<file path="config.mk">
export PLATFORM = sky130hd
export DESIGN_NAME = ecc_sector_scan
export DESIGN_NICKNAME = d
export VERILOG_FILES = /design/src/rtl/ecc_scan_pkg.sv /design/src/rtl/ecc_nibble_pick.sv /design/src/rtl/ecc_scan_accum.sv /design/src/rtl/ecc_sector_scan.sv
export SDC_FILE = /design/constraint.sdc
export NUM_CORES = 1
export LEC_CHECK = 0
export BUFFER_PORTS_ARGS = -buffer_cell sky130_fd_sc_hd__buf_4
export CORE_ASPECT_RATIO = 1.4
export CORE_MARGIN = 2
export CORE_UTILIZATION = 30
export CTS_BUF_LIST = sky130_fd_sc_hd__clkbuf_8
export DETAILED_ROUTE_END_ITERATION = 10
export GPL_TIMING_DRIVEN = 0
export HOLD_SLACK_MARGIN = 0.15
export SLEW_MARGIN = 40
export SYNTH_ARGS = -nofsm -noshare
export SYNTH_HDL_FRONTEND = slang
export SYNTH_SLANG_ARGS = --single-unit
</file>
<file path="constraint.sdc">
create_clock -name clk -period 3.2 [get_ports clk]
set_clock_uncertainty 0.15 [all_clocks]
set_input_delay 0.64 -clock clk [delete_from_list [all_inputs] [get_ports clk]]
set_output_delay 0.64 -clock clk [all_outputs]
set_load 0.05 [all_outputs]
</file>
<file path="src/rtl/ecc_scan_pkg.sv">
package ecc_scan_pkg;
    typedef enum logic [2:0] {
        S_IDLE,
        S_FETCH,
        S_LOAD,
        S_SCAN,
        S_FINISH
    } scan_state_t;
endpackage

</file>
<file path="src/rtl/ecc_nibble_pick.sv">
module ecc_nibble_pick #(
    parameter int WORD_W = 32,
    parameter int LANES  = 4,
    parameter int NIB_W  = 4,
    localparam int LANE_W = $clog2(LANES),
    localparam int BYTE_W = WORD_W / LANES
) (
    input  logic [WORD_W-1:0] word,
    input  logic [LANE_W-1:0] lane,
    output logic [NIB_W-1:0]  nib
);
    logic [NIB_W-1:0] lane_nib [LANES];

    // The lowest lane number maps to the most significant byte.
    for (genvar k = 0; k < LANES; k++) begin : g_lane
        assign lane_nib[k] = word[(LANES-1-k)*BYTE_W +: NIB_W];
    end

    assign nib = lane_nib[lane];
endmodule

</file>
<file path="src/rtl/ecc_scan_accum.sv">
module ecc_scan_accum #(
    parameter int NIB_W = 4,
    parameter int SUM_W = 8
) (
    input  logic             clk,
    input  logic             rst_n,
    input  logic             clear,
    input  logic             en,
    input  logic [NIB_W-1:0] nib,
    output logic [SUM_W-1:0] total,
    output logic             flag
);
    localparam logic [NIB_W-1:0] BAD_CODE = {NIB_W{1'b1}};

    always_ff @(posedge clk or negedge rst_n) begin
        if (!rst_n) begin
            total <= '0;
            flag  <= 1'b0;
        end else if (clear) begin
            total <= '0;
            flag  <= 1'b0;
        end else if (en) begin
            if (nib == BAD_CODE) flag <= 1'b1;
            else                 total <= total + SUM_W'(nib);
        end
    end

    AST_NO_OVERFLOW: assert property (@(posedge clk) disable iff (!rst_n)
        (en && !clear && nib != BAD_CODE) |-> ({1'b0, total} + (SUM_W+1)'(nib)) < (SUM_W+1)'(2**SUM_W));
    AST_FLAG_STICKY: assert property (@(posedge clk) disable iff (!rst_n)
        (flag && !clear) |=> flag);
    AST_CLEAR_ZERO: assert property (@(posedge clk) disable iff (!rst_n)
        clear |=> (total == '0 && !flag));
    AST_BAD_NOT_ADDED: assert property (@(posedge clk) disable iff (!rst_n)
        (en && !clear && nib == BAD_CODE) |=> $stable(total));
endmodule

</file>
<file path="src/rtl/ecc_sector_scan.sv">
module ecc_sector_scan
    import ecc_scan_pkg::*;
#(
    parameter int BUF_W  = 4,
    parameter int STEP_W = 5,
    parameter int IDX_W  = 8,
    parameter int WORD_W = 32,
    parameter int LANES  = 4,
    parameter int NIB_W  = 4,
    parameter int SUM_W  = 8,
    localparam int LANE_W = $clog2(LANES),
    localparam int ADDR_W = IDX_W - LANE_W
) (
    input  logic              clk,
    input  logic              rst_n,
    input  logic              start,
    input  logic [BUF_W-1:0]  start_buf,
    input  logic [STEP_W-1:0] start_steps,
    output logic              rd_en,
    output logic [ADDR_W-1:0] rd_addr,
    input  logic [WORD_W-1:0] rd_data,
    output logic [SUM_W-1:0]  corr_total,
    output logic              uncorrectable,
    output logic              done
);
    scan_state_t state_q, state_d;

    logic [IDX_W-1:0]        idx_q, last_q;
    logic [WORD_W-1:0]       word_q;
    logic [BUF_W+STEP_W-1:0] first_prod;
    logic [IDX_W-1:0]        first_idx, last_idx;
    logic                    accept, acc_en;
    logic [NIB_W-1:0]        cur_nib;
    logic                    word_end;

    assign first_prod = (BUF_W+STEP_W)'(start_buf) * (BUF_W+STEP_W)'(start_steps);
    assign first_idx  = first_prod[IDX_W-1:0];
    assign last_idx   = first_idx + IDX_W'(start_steps) - IDX_W'(1);
    assign word_end   = (idx_q[LANE_W-1:0] == LANE_W'(LANES-1));

    // Next-state logic
    always_comb begin
        state_d = state_q;
        unique case (state_q)
            S_IDLE:   if (start) state_d = (start_steps == '0) ? S_FINISH : S_FETCH;
            S_FETCH:  state_d = S_LOAD;
            S_LOAD:   state_d = S_SCAN;
            S_SCAN: begin
                if (idx_q == last_q) state_d = S_FINISH;
                else if (word_end)   state_d = S_FETCH;
                else                 state_d = S_SCAN;
            end
            S_FINISH: state_d = S_IDLE;
            default:  state_d = S_IDLE;
        endcase
    end

    // State register and sector datapath
    always_ff @(posedge clk or negedge rst_n) begin
        if (!rst_n) begin
            state_q <= S_IDLE;
            idx_q   <= '0;
            last_q  <= '0;
            word_q  <= '0;
        end else begin
            state_q <= state_d;
            if (accept) begin
                idx_q  <= first_idx;
                last_q <= last_idx;
            end
            if (state_q == S_LOAD) word_q <= rd_data;
            if (state_q == S_SCAN && idx_q != last_q) idx_q <= idx_q + IDX_W'(1);
        end
    end

    // Outputs decoded from the state
    always_comb begin
        accept = (state_q == S_IDLE) && start;
        rd_en  = (state_q == S_FETCH);
        acc_en = (state_q == S_SCAN);
        done   = (state_q == S_FINISH);
    end

    assign rd_addr = idx_q[IDX_W-1:LANE_W];

    ecc_nibble_pick #(
        .WORD_W (WORD_W),
        .LANES  (LANES),
        .NIB_W  (NIB_W)
    ) u_pick (
        .word (word_q),
        .lane (idx_q[LANE_W-1:0]),
        .nib  (cur_nib)
    );

    ecc_scan_accum #(
        .NIB_W (NIB_W),
        .SUM_W (SUM_W)
    ) u_accum (
        .clk   (clk),
        .rst_n (rst_n),
        .clear (accept),
        .en    (acc_en),
        .nib   (cur_nib),
        .total (corr_total),
        .flag  (uncorrectable)
    );

    AST_DONE_PULSE: assert property (@(posedge clk) disable iff (!rst_n)
        done |=> !done);
    AST_READ_SPACING: assert property (@(posedge clk) disable iff (!rst_n)
        rd_en |=> !rd_en);
    AST_HOLD_RESULT: assert property (@(posedge clk) disable iff (!rst_n)
        (state_q == S_IDLE && !start) |=> ($stable(corr_total) && $stable(uncorrectable)));
    AST_ZERO_STEPS: assert property (@(posedge clk) disable iff (!rst_n)
        (state_q == S_IDLE && start && start_steps == '0) |=> (done && !rd_en));
    AST_BUSY_RANGE: assert property (@(posedge clk) disable iff (!rst_n)
        (state_q != S_IDLE) |=> $stable(last_q));
endmodule

</file>
# Word-level counts from Yosys, hierarchy flattened
# Index checks and enable logic that the tools add are counted.
# op_classes
add_sub_neg	4
n_mul	1
n_lt_le_gt_ge	1
n_eq_ne	10
muxes	16
n_bitwise	1
n_reduce_logical	9
# ops
cell	count
8-bit two-way mux	5
3-bit one-hot mux with 4 select lines	1
3-bit two-way mux	3
8-bit by 1-bit adder with 8-bit output (second input constant)	1
8-bit by 4-bit adder with 8-bit output	1
8-bit by 5-bit adder with 8-bit output	1
4-bit binary-select mux with 2-bit select	1
8-bit equality test	1
4-bit by 5-bit multiplier with 8-bit output	1
4-bit two-way mux	2
8-bit inequality test	1
8-bit by 1-bit subtractor with 8-bit output (second input constant)	1
3-bit by 2-bit equality test with 1-bit output (second input constant)	2
2-bit nonzero test	3
5-bit logical NOT	1
4-bit equality test (second input constant)	1
2-bit inequality test (second input constant)	2
2-bit AND reduction	2
3-bit by 1-bit equality test with 1-bit output (second input constant)	1
3-bit equality test (second input constant)	1
3-bit greater-or-equal comparator (second input constant)	1
3-bit logical NOT	1
1-bit two-way mux	3
2-bit NOT with 3-bit output	1
other kinds (3)	4
# totals
ff_bits	56
in_bits	44
output_inout_bits	17

# Longest topological paths before layout
# logic_depth
depth_word	8
mapped_depth	17
ltp_nobuf	17

# By module
# A second synthesis with hierarchy kept.
# unflattened
hier_cells	349
hier_area_um2	3737.3
# modules_own_cells
module	n_inst	cells_per_inst	area_each_um2	seq_area_each_um2
ecc_sector_scan	1	288	3066.7	1276.2
ecc_scan_accum	1	57	565.5	225.2
ecc_nibble_pick	1	4	105.1	0.0

# Worst setup path before layout
# No wires, ideal clock.
# synth_timing
path_kind	input to register
startpoint	input port start_steps[0]
endpoint	register last_q[7]
arrival_time_ps	3943
required_ps	2915
path_slack_ps	-1028
path_stages	15
path_buffers	0
path_cell_list	nand2_1 -> fa_1 -> inv_1 -> fa_1 -> inv_1 -> fa_1 -> ha_1 -> inv_1 -> ha_1 -> nor2b_1 -> o21ai_0 -> o2111ai_1 -> o211a_1 -> xnor3_1 -> o21ai_0
# synth_between
elab_chain_len	3
# synth_rtl
item	line_no	rtl
start: declaration	ecc_sector_scan.sv:18	input logic [STEP_W-1:0] start_steps,
4-bit by 5-bit multiplier with 8-bit output	ecc_sector_scan.sv:36	assign first_prod = (BUF_W+STEP_W)'(start_buf) * (BUF_W+STEP_W)'(start_steps);
8-bit by 5-bit adder with 8-bit output (*)	ecc_sector_scan.sv:38	assign last_idx = first_idx + IDX_W'(start_steps) - IDX_W'(1);
8-bit by 1-bit subtractor with 8-bit output (*)	ecc_sector_scan.sv:38	
end signal: assignment	ecc_sector_scan.sv:69	last_q <= last_idx;
end: declaration	ecc_sector_scan.sv:28	logic [IDX_W-1:0] idx_q, last_q;
# Every way passes the cells marked *; elsewhere a longest branch is shown, timed or not.
# A chain may end at the register's enable or synchronous reset.

# Worst setup path after layout
# layout_timing
startpoint	input port start_buf[1]
endpoint	register last_q[7]
# layout_between
elab_chain_len	3
# layout_rtl
item	line_no	rtl
start: declaration	ecc_sector_scan.sv:17	input logic [BUF_W-1:0] start_buf,
4-bit by 5-bit multiplier with 8-bit output	ecc_sector_scan.sv:36	
8-bit by 5-bit adder with 8-bit output	ecc_sector_scan.sv:38	
8-bit by 1-bit subtractor with 8-bit output	ecc_sector_scan.sv:38	
# Every way passes these cells.

==> flow_metrics.env <==
export IMPL_cts_sinks=44
export IMPL_period_minus_slack_ns=3.91
export IMPL_slowest_delay_ns=0.56
export IMPL_gp_congestion=0.759
export IMPL_finalPower_mw=4.05
export IMPL_final_layout_size_suffix_gt1_share_pct=33.4
export IMPL_routed_via_density=4.67
export IMPL_grt_max_degree=45
export IMPL_wire_per_inst_um=13.4
export IMPL_setup_violations=5
export IMPL_dieWidth_um=90.2
export IMPL_rsz0062_at_grt="yes"
export IMPL_ys_ff_latch=44
export IMPL_end_kind="flip-flop"
export IMPL_clk_pin_slew_ns=0.09
export IMPL_cts_max_path_buffers=2
export IMPL_core_area_mm2=0.0102
export IMPL_worstPathRequired_ns=3.22
export IMPL_first_global_vias=2455
export IMPL_vdd_drop_max_mv=0.305
export IMPL_place_area_mm2=0.00369
export IMPL_hold_class="input pin to async pin"
export IMPL_area_growth_pct=31.8
export IMPL_synthCells=319
export IMPL_grt_total_usage_pct=12.8
export IMPL_synthArstFlopShare_pct=100
export IMPL_ys_seq_area_share_pct=35.2
export IMPL_slowest_stage="fa_2"
export IMPL_violations="setup timing"
export IMPL_ios=61
export IMPL_rows=44
export IMPL_grt_first_pass_wirelength_um=11800
export IMPL_path_buf_inv=4
export IMPL_p_per_area_mw_per_mm2=983
export IMPL_critical_path_cell_chain="buf_12, nand2_8, fa_1, inv_2, fa_1, inv_1, fa_2, ha_4, inv_2, ha_4, nor2b_4, o21ai_4, o2111ai_2, o211a_1, xnor3_1, o21ai_1"
export IMPL_hold_violations=0
export IMPL_multiInputGateArea_mm2=0.00198
export IMPL_netlist_top_cells_count="44 x dfrtp_1, 42 x nand2_1, 30 x inv_1, 25 x ha_1, 22 x nor2_1"
export IMPL_worst_hold_slack_ns=0.168
export IMPL_drtIter0Drc=80
export IMPL_ys_flop_type="dfrtp_1"
export IMPL_syn_area_per_cell_um2=9.79
export IMPL_hold_buffers=0
export IMPL_path_max_fanout=4
export IMPL_reg2regPathDepth=10
export IMPL_wl_um=7020
export IMPL_start_kind="input pin"
export IMPL_stdcell_area_mm2=0.00412
export IMPL_worstSetupPathType="input pin to flip-flop"
export IMPL_antennaDiodeCount=0
export IMPL_maxSlewViolCount=0
export IMPL_synth_most_common_cell="dfrtp_1"
export IMPL_cp_top_family="adder cells"
export IMPL_layout_nets=462
export IMPL_worstMarginPinSlew_ns=0.735
export IMPL_setup_tns_final_ns=-2.59
export IMPL_fillCellCount=1041
export IMPL_reg2reg_slack_ns=0.35
export IMPL_status="finished, violations left"
export IMPL_cts_root_buf="clkbuf_8"
export IMPL_die_area_mm2=0.0113
export IMPL_synthesis_area_mm2=0.00312
export IMPL_drtAntennaViolNets=0
export IMPL_yosys_warnings=0
export IMPL_cp_arrival_ns=3.93
export IMPL_vias=2448
export IMPL_fin_ws_ns=-0.708
export IMPL_max_freq_mhz=256
export IMPL_port_buffer_count=44
export IMPL_rr_endpoint="u_accum.total[6]"
export IMPL_cts_buffers=5
export IMPL_synth_top_area_share_pct=35.2
export IMPL_synth_distinct_cells=46
export IMPL_yosys_area_top_type="dfrtp_1"
export IMPL_p_leak_nw=1.91
export IMPL_die_h_um=125
export IMPL_clk_latency_ns=0.29
export IMPL_relSlewSlack_pct=50.8
export IMPL_synth_edff_count=0
export IMPL_antenna_found_initial=0
export IMPL_dp_hpwl_um=5510
export IMPL_yosys_top_cells_area="dfrtp_1 35%, ha_1 10%, mux2_2 6.5%, fa_1 5.1%, nand2_1 5.0%"
export IMPL_seqCellArea_mm2=0.00110
export IMPL_r2r_start="idx_q[1]"
export IMPL_finalCritPeriodShare_pct=122
export IMPL_h_tree_depth=2
export IMPL_cap_violations=0
export IMPL_drc=0
export IMPL_start_util_pct=30.5
export IMPL_syn_num_nets=396
export IMPL_cts_tree="built"
export IMPL_firstDrtPassIters=4
export IMPL_gr_total_overflow=0
## how the worst max path moves through the flow
stage,endpoint,startpoint,cells after the start,slack [ns]
3_5_place_dp,last_q[7],start_steps[2],16,-1.18
6_report,last_q[7],start_buf[1],16,-0.71
3_3_place_gp,last_q[7],start_steps[2],16,-1.17
5_1_grt,last_q[7],start_steps[3],16,-0.83
4_1_cts,last_q[7],start_buf[1],16,-0.74
2_1_floorplan,last_q[7],start_buf[1],15,-0.78
## kinds of logic after synthesis
logic type	after synthesis	synth area share [%]
muxes	22	9.37
xor gates and xnor gates	25	7.45
adders and majority gates	34	15.5
DFF	44	35.2
AOI/OAI and AO/OA	51	11.3
buffers and inverters	46	6.53
and+or+nand+nor	97	14.7
## through the flow
step                      worst slack, ns  std cells  utilization [%]
final                              -0.708        524             40.2
after global routing               -0.834        524             40.2
after CTS                          -0.738        519             39.4
after detailed placement            -1.18        501             36.1
after global placement              -1.17        501             36.1
after floorplan                    -0.781        319                -
## flip-flops by register name, indices dropped and copies added, names as in the netlist
signal and count:
last_q 8, u_accum.total 8, idx_q 8, state_q 3, word_q 16, u_accum.flag 1
## layout make-up
class	count	area share [%]
clock buffer	5	1.67
inverter	30	2.73
timing repair buffer	59	12.1
buffer	16	2.22
sequential	44	26.7
tap	138	4.19
clock inverter	3	2.19
multi-input combinational	229	48.2
## where the power goes
| part | internal, mW | switching [mW] | total (mW) |
|---|---|---|---|
| Sequential | 0.823 | 0.201 | 1.02 |
| Clock | 0.390 | 0.199 | 0.590 |
| Combinational | 1.11 | 1.33 | 2.44 |
| Total | 2.32 | 1.73 | 4.05 |
## repair_timing
item / 4_1_cts / 5_1_grt
pin swaps: 23 / 15
gates resized for setup: 27 / 10
setup buffers: 10 / 5
cloned: 0 / 0
hold endpoints to repair: 0 / 0
endpoints found under the setup margin: 6 / 7
## layout by cell type (no fill, tap or decap), types with 8 or more instances in the layout
| cell | netlist | routed |
|---|---|---|
| nand2_1 | 42 | 38 |
| xor2_1 | 8 | 8 |
| clkbuf_1 | 8 | 8 |
| and2_1 | 12 | 9 |
| buf_4 | 6 | 58 |
| ha_1 | 25 | 19 |
| inv_1 | 30 | 26 |
| xnor2_1 | 16 | 14 |
| o21ai_0 | 16 | 13 |
| mux2_2 | 18 | 18 |
| dfrtp_1 | 44 | 44 |
| nor2_1 | 22 | 21 |
## layer usage
layer	wire length (um)	vias to the layer above	global-route usage, %
met2	3840	46	23.6
met3	236	5	2.06
met5	0	-	0
met1	2860	1186	15.1
met4	84	0	3.71
li1	-	1211	-
Note: power is estimated with default switching activity, not from simulation.
